File: config.mk
export PLATFORM = sky130hd
export DESIGN_NAME = vdm_id_responder
export DESIGN_NICKNAME = d
export VERILOG_FILES = /design/src/rtl/vdm_id_pkg.sv /design/src/rtl/vdm_req_qualify.sv /design/src/rtl/vdm_obj_mux.sv /design/src/rtl/vdm_reply_seq.sv /design/src/rtl/vdm_id_responder.sv
export SDC_FILE = /design/constraint.sdc
export NUM_CORES = 1
export LEC_CHECK = 0
export BUFFER_PORTS_ARGS = -buffer_cell sky130_fd_sc_hd__buf_2
export CAP_MARGIN = 20
export CORE_ASPECT_RATIO = 1.4
export CORE_MARGIN = 2
export CORE_UTILIZATION = 29
export DETAILED_ROUTE_END_ITERATION = 10
export HOLD_SLACK_MARGIN = 0.15
export PLACE_DENSITY_LB_ADDON = 0.05
export SYNTH_ARGS = -nofsm -noshare
export SYNTH_HDL_FRONTEND = slang
export SYNTH_HIERARCHICAL = 1
export SYNTH_SLANG_ARGS = --single-unit
File: constraint.sdc
create_clock -name clk -period 1.05 [get_ports clk]
set_input_delay 0.21 -clock clk [delete_from_list [all_inputs] [get_ports clk]]
set_output_delay 0.21 -clock clk [all_outputs]
set_load 0.03 [all_outputs]
File: src/rtl/vdm_id_pkg.sv
package vdm_id_pkg;

  localparam int unsigned NUM_OBJ = 5;
  localparam int unsigned IDX_W   = $clog2(NUM_OBJ);
  localparam int unsigned CNT_W   = $clog2(NUM_OBJ + 1);
  localparam int unsigned CMD_DISCOVER_ID = 1;
  localparam logic [1:0]  TYPE_INITIATOR = 2'b00;
  localparam logic [1:0]  TYPE_ACK       = 2'b01;

  typedef struct packed {
    logic        host_cap;
    logic        dev_cap;
    logic [2:0]  prod_type;
    logic        modal;
    logic [15:0] vendor_id;
    logic [19:0] test_id;
    logic [15:0] product_id;
    logic [15:0] release_num;
    logic [3:0]  hw_ver;
    logic [3:0]  fw_ver;
    logic [1:0]  far_conn;
    logic        receptacle;
  } id_cfg_t;

  function automatic logic is_identity_req(input logic [31:0] h, input logic [15:0] sid);
    return h[15] && (h[31:16] == sid) && (h[7:6] == TYPE_INITIATOR) &&
           (h[4:0] == 5'(CMD_DISCOVER_ID));
  endfunction

  function automatic logic [31:0] ack_header(input logic [15:0] sid);
    return {sid, 1'b1, 2'b00, 2'b00, 3'b000, TYPE_ACK, 1'b0, 5'(CMD_DISCOVER_ID)};
  endfunction

  function automatic logic [31:0] id_header(input id_cfg_t c);
    return {c.host_cap, c.dev_cap, c.prod_type, c.modal, 10'd0, c.vendor_id};
  endfunction

  function automatic logic [31:0] cert_obj(input id_cfg_t c);
    return {12'd0, c.test_id};
  endfunction

  function automatic logic [31:0] product_obj(input id_cfg_t c);
    return {c.product_id, c.release_num};
  endfunction

  function automatic logic [31:0] cable_obj(input id_cfg_t c);
    return {c.hw_ver, c.fw_ver, 4'd0, c.far_conn, c.receptacle, 17'd0};
  endfunction

endpackage

File: src/rtl/vdm_req_qualify.sv
module vdm_req_qualify
  import vdm_id_pkg::*;
#(
  parameter logic [15:0] SID = 16'hFF00
) (
  input  logic        clk,
  input  logic        rst,
  input  logic        req_valid,
  input  logic [31:0] req_hdr,
  output logic        req_hit
);

  logic structured;
  assign structured = req_hdr[15];
  assign req_hit = req_valid && is_identity_req(req_hdr, SID);


  unstructured_never_hits_chk: assert property (@(posedge clk) disable iff (rst)
    (req_valid && !structured) |-> !req_hit);

endmodule

File: src/rtl/vdm_obj_mux.sv
module vdm_obj_mux
  import vdm_id_pkg::*;
#(
  parameter logic [15:0] SID = 16'hFF00
) (
  input  logic [IDX_W-1:0] idx,
  input  id_cfg_t          cfg,
  output logic [31:0]      word
);

  always_comb begin
    case (idx)
      IDX_W'(0): word = ack_header(SID);
      IDX_W'(1): word = id_header(cfg);
      IDX_W'(2): word = cert_obj(cfg);
      IDX_W'(3): word = product_obj(cfg);
      default:   word = cable_obj(cfg);
    endcase
  end

endmodule

File: src/rtl/vdm_reply_seq.sv
module vdm_reply_seq
  import vdm_id_pkg::*;
(
  input  logic             clk,
  input  logic             rst,
  input  logic             req_valid,
  input  logic             req_hit,
  input  logic             out_ready,
  output logic             active,
  output logic [IDX_W-1:0] idx,
  output logic             last_word,
  output logic             abort
);

  localparam logic [IDX_W-1:0] LAST_IDX = IDX_W'(NUM_OBJ - 1);

  logic active_q;
  logic [IDX_W-1:0] idx_q;
  logic abort_q;
  logic accept;

  assign accept    = active_q && out_ready;
  assign active    = active_q;
  assign idx       = idx_q;
  assign last_word = active_q && (idx_q == LAST_IDX);
  assign abort     = abort_q;

  always_ff @(posedge clk) begin
    if (rst) begin
      active_q <= 1'b0;
      idx_q    <= '0;
      abort_q  <= 1'b0;
    end else begin
      abort_q <= 1'b0;
      if (req_valid) begin
        abort_q  <= active_q;
        active_q <= req_hit;
        idx_q    <= '0;
      end else if (accept) begin
        if (idx_q == LAST_IDX) begin
          active_q <= 1'b0;
          idx_q    <= '0;
        end else begin
          idx_q <= idx_q + 1'b1;
        end
      end
    end
  end


  start_needs_request_chk: assert property (@(posedge clk) disable iff (rst)
    $rose(active_q) |-> $past(req_hit));

  stall_holds_chk: assert property (@(posedge clk) disable iff (rst)
    (active_q && !out_ready && !req_valid) |=> (active_q && $stable(idx_q)));

  end_after_last_chk: assert property (@(posedge clk) disable iff (rst)
    (last_word && out_ready && !req_valid) |=> !active_q);

  abort_cause_chk: assert property (@(posedge clk) disable iff (rst)
    abort_q |-> ($past(req_valid) && $past(active_q)));

  abort_single_chk: assert property (@(posedge clk) disable iff (rst)
    abort_q |=> !abort_q || $past(req_valid));

endmodule

File: src/rtl/vdm_id_responder.sv
module vdm_id_responder
  import vdm_id_pkg::*;
#(
  parameter logic [15:0] SID = 16'hFF00
) (
  input  logic        clk,
  input  logic        rst,
  input  logic        req_valid,
  input  logic [31:0] req_hdr,
  input  logic        cfg_host_cap,
  input  logic        cfg_dev_cap,
  input  logic [2:0]  cfg_prod_type,
  input  logic        cfg_modal,
  input  logic [15:0] cfg_vendor_id,
  input  logic [19:0] cfg_test_id,
  input  logic [15:0] cfg_product_id,
  input  logic [15:0] cfg_release,
  input  logic [3:0]  cfg_hw_ver,
  input  logic [3:0]  cfg_fw_ver,
  input  logic [1:0]  cfg_far_conn,
  input  logic        cfg_receptacle,
  input  logic        out_ready,
  output logic        out_valid,
  output logic [31:0] out_data,
  output logic        out_last,
  output logic [2:0]  out_count,
  output logic        abort
);

  id_cfg_t          cfg;
  logic             req_hit;
  logic             seq_active;
  logic [IDX_W-1:0] seq_idx;
  logic             seq_last;
  logic             first_word;

  assign cfg = '{host_cap: cfg_host_cap, dev_cap: cfg_dev_cap, prod_type: cfg_prod_type,
                 modal: cfg_modal, vendor_id: cfg_vendor_id, test_id: cfg_test_id,
                 product_id: cfg_product_id, release_num: cfg_release,
                 hw_ver: cfg_hw_ver, fw_ver: cfg_fw_ver, far_conn: cfg_far_conn,
                 receptacle: cfg_receptacle};

  vdm_req_qualify #(.SID(SID)) u_qual (
    .clk(clk), .rst(rst), .req_valid(req_valid), .req_hdr(req_hdr), .req_hit(req_hit)
  );

  vdm_reply_seq u_seq (
    .clk(clk), .rst(rst), .req_valid(req_valid), .req_hit(req_hit), .out_ready(out_ready),
    .active(seq_active), .idx(seq_idx), .last_word(seq_last), .abort(abort)
  );

  vdm_obj_mux #(.SID(SID)) u_mux (
    .idx(seq_idx), .cfg(cfg), .word(out_data)
  );

  assign out_valid  = seq_active;
  assign out_last   = seq_last;
  assign out_count  = seq_active ? 3'(NUM_OBJ) : 3'd0;
  assign first_word = seq_active && (seq_idx == '0);


  last_first_exclusive_chk: assert property (@(posedge clk) disable iff (rst)
    $onehot0({first_word, out_last}));

  last_implies_valid_chk: assert property (@(posedge clk) disable iff (rst)
    out_last |-> out_valid);

  data_stable_chk: assert property (@(posedge clk) disable iff (rst)
    (out_valid && !out_ready && !req_valid) |=> $stable(out_data));

  idle_ignore_chk: assert property (@(posedge clk) disable iff (rst)
    (!out_valid && req_valid && !req_hit) |=> (!out_valid && !abort));

endmodule

==> reports/summary.json <==
{
  "maximum_number_of_pins_on_one_net_before_global_route_repair": 26,
  "ir_drop_mv": 0.587,
  "synth-async-reset-ratio_pct": 0,
  "path_cells": "buf_12 > nor2b_4 > a222oi_1 > buf_4",
  "final_net_count": 438,
  "netlist_area_um2": 1180,
  "grt_util_all_layers_pct": 21.1,
  "design_area_um2": 2890,
  "root_buffer": "sky130_fd_sc_hd__clkbuf_8",
  "setup_viol_count_final": 39,
  "final_min_period_over_clock_period_pct": 150,
  "die_width_um": 58.0,
  "slowest_delay_ps": 360,
  "fp.dieH_um": 79.6,
  "synth_top_cell_area_share_pct": 17.8,
  "postSynthAreaPerCell_um2": 7.78,
  "synth.mux.area_fraction_pct": 17.8,
  "clk_path_buf_depth": 2,
  "final-hold-violation-count": 0,
  "crit_path_max_fanout": 12,
  "worst_clock_skew_on_the_final_layout_ps": 2.88,
  "synth_adder_area_share_pct": 2.12,
  "hold_path_startpoint": "rst",
  "critical_path_arrival_ps": 1370,
  "placedInstanceArea_um2": 2310,
  "r2r-end": "u_seq/idx[2]",
  "cts_made_buffers": 3,
  "failed_checks": "setup timing",
  "setup_total_negative_slack_ps": -16420,
  "buffer_ports.inserted": 149,
  "worst_ep_required_time_ps": 840,
  "cap_violations": 0,
  "finalNonFillerCells": 357,
  "avgRoutedWirePerCell_um": 14.9,
  "clock_latency_ps": 220,
  "yosys_warnings": 6,
  "hold_buffers": 0,
  "initialDrtViolationCount": 102,
  "number_of_placement_rows": 27,
  "grt_setup_unrepaired": "true",
  "timing.setup.critical_path_class": "reg -> out",
  "finalWorstPathRequiredPeriod_ps": 1580,
  "synth_sequential_area_ratio_pct": 8.47,
  "netlist_instances": 152,
  "endpoint_kind": "output port",
  "top_reg_cell_synth": "sky130_fd_sc_hd__dfxtp_1",
  "design.core.area_um2": 3920,
  "hpwlAfterDp_um": 3750,
  "synth_top_family_by_area": "compound AO/OA/AOI/OAI gates",
  "antenna_violating_nets_post_route": 0,
  "min_path_type": "in -> reg",
  "grt_first_pass_wirelength_um": 7800,
  "r2r_setup_slack_ps": -330,
  "synthXorXnorAreaFrac_pct": 0,
  "hold-path-endpoint": "u_seq/active",
  "reg2reg_from": "u_seq/idx[0]",
  "layout_overhead_on_the_synthesized_area_pct": 144,
  "ios": 159,
  "dieArea_um2": 4610,
  "maxClockFrequency_mhz": 634,
  "finalWeightedCongestion": 0.809,
  "clk_transition_reported_paths_ps": 40,
  "synth_edf_count": 0,
  "crit_path_top_delay_cell": "sky130_fd_sc_hd__dfxtp_4",
  "globalRoute.totalOverflow": 0,
  "maxSlewViolCount": 0,
  "cts_num_sinks": 5,
  "post-route-worst-setup-slack_ps": -528,
  "htree_levels": 1,
  "fin_util_pct": 73.8,
  "synth-compound-area-share_pct": 30.9,
  "start_kind": "flop",
  "routed-via-count": 1793,
  "synth_cell_types": 36,
  "mappedNetlistNets": 275,
  "finalWirelength_um": 5300,
  "first_global_vias": 1816,
  "initial_utilization_pct": 30.2,
  "route.detailed.drc": 0,
  "dp_slack_ps": -349,
  "detail_route.first_pass.iterations": 4,
  "worst-r2r-cell-count": 6,
  "antenna_violations_before_repair": 0,
  "yosysTopAreaCell": "sky130_fd_sc_hd__mux2i_1",
  "tritoncts": "done",
  "layout.filler_cells": 304,
  "drive_gt1_share_pct": 78.7,
  "number_of_instances_on_the_worst_hold_path": 2,
  "diodes": 0,
  "post-place-cells": 346,
  "post_synth_and_or_nand_nor_area_fraction_pct": 24.2,
  "power_per_cell_area_nw_per_um2": 313,
  "synth-seq-cells": 5,
  "run_status": "finished with violations",
  "synth.area.top_cells": "sky130_fd_sc_hd__mux2i_1, sky130_fd_sc_hd__dfxtp_1, sky130_fd_sc_hd__a211oi_1",
  "routed_via_density": 5.02,
  "leakage_power_figure_nw": 1.25
}
## placed cells by master, fill, tap and decap left out, types with 2 or more instances in the layout
cell type / n
sky130_fd_sc_hd__dfxtp_4: 4
sky130_fd_sc_hd__a221oi_2: 2
sky130_fd_sc_hd__a211oi_4: 14
sky130_fd_sc_hd__nor2_1: 8
sky130_fd_sc_hd__nor2b_1: 3
sky130_fd_sc_hd__nor4b_1: 2
sky130_fd_sc_hd__nor4b_4: 2
sky130_fd_sc_hd__o21ai_4: 2
sky130_fd_sc_hd__buf_12: 5
sky130_fd_sc_hd__a222oi_1: 6
sky130_fd_sc_hd__a21oi_4: 2
sky130_fd_sc_hd__nand2_1: 12
sky130_fd_sc_hd__clkbuf_8: 3
sky130_fd_sc_hd__buf_4: 22
sky130_fd_sc_hd__buf_2: 111
sky130_fd_sc_hd__inv_1: 10
sky130_fd_sc_hd__mux2i_1: 2
sky130_fd_sc_hd__mux2i_4: 8
sky130_fd_sc_hd__buf_6: 36
sky130_fd_sc_hd__a21oi_1: 13
sky130_fd_sc_hd__ha_4: 2
sky130_fd_sc_hd__mux2i_2: 11
sky130_fd_sc_hd__and2_4: 4
sky130_fd_sc_hd__nor2b_4: 3
## flip-flops by register name, summed over array words and instances (netlist names)
register / cells
u_seq/idx: 3
u_seq/abort: 1
u_seq/active: 1
## power breakdown
part           internal (mW)  total (mW)  leakage (nW)  switching, mW
sequential             0.181       0.181        0.0435  0.00000000228
combinational          0.217       0.372          1.18          0.155
clock                  0.260       0.351        0.0228         0.0908
total                  0.658       0.904          1.25          0.246
## worst max-delay path by stage
| stage | from | endpoint | slack [ps] | cells after the start |
|---|---|---|---|---|
| global route | u_seq/idx[0] | out_data[27] | -590 | 4 |
| finish | u_seq/idx[0] | out_data[27] | -530 | 4 |
| detailed placement | u_seq/idx[0] | out_data[27] | -350 | 4 |
| CTS | u_seq/idx[0] | out_data[6] | -540 | 4 |
| global placement | u_seq/idx[0] | out_data[29] | -330 | 4 |
| floorplan | u_seq/idx[0] | out_data[26] | -690 | 4 |
## routing by layer
| metal | track usage, % | up-vias | share of wire [%] |
|---|---|---|---|
| met5 | 0 | - | 0 |
| met4 | 4.65 | 0 | 0.53 |
| met3 | 2.59 | 4 | 5.7 |
| met2 | 44.3 | 71 | 60 |
| met1 | 20.8 | 839 | 34 |
| li1 | - | 879 | - |
## worst max-delay path: cells and delay by family (launching register included)
family | cells | cell delay [ps]
AO/OA/AOI/OAI | 1 | 260
buffers and inverters | 2 | 380
AND/OR/NAND/NOR | 1 | 150
flip-flops | 1 | 360
## through the flow
stage	hold slack (ps)	power [mW]
final	298	0.904
after global routing	304	0.954
after CTS	268	0.888
after detailed placement	482	0.491
after global placement	488	0.486
after floorplan	281	0.282
## logic make-up (layout without fill, tap and decap cells)
logic type,count (synthesis),after routing
buf+inv,29,190
other cells,1,1
flops,5,5
fa+ha+maj,2,2
mux,21,21
simple gates,47,48
compound gates,47,47
## cells in the mapped netlist (all sizes together), types with 2 or more instances
library cell and n:
a222oi 6, a21oi 15, clkbuf 2, mux2i 21
dfxtp 5, and3b 2, a211oi 15, nor4b 5
inv 11, ha 2, and2 5, a221oi 3
nand2 12, nor2 9, nand3 2, nor2b 5
a32o 2, buf 16, o21ai 3
## final cells by class
cell class	count	area, um2	share of cell area (%)
multi-input cells	119	1380	47.9
flip-flops and latches	5	115	3.98
well taps	43	53.8	1.86
inverters	11	41.3	1.43
clock buffers	4	45.0	1.56
repair buffers	175	1250	43.3
## what timing repair did
item | 4_1_cts | 5_1_grt
endpoints found under the setup margin | 40 | 40
pin swaps | 11 | 9
cloned | 1 | 1
resized for setup | 98 | 22
buffers inserted | 3 | 2
Power figures use the tool's default switching activity.
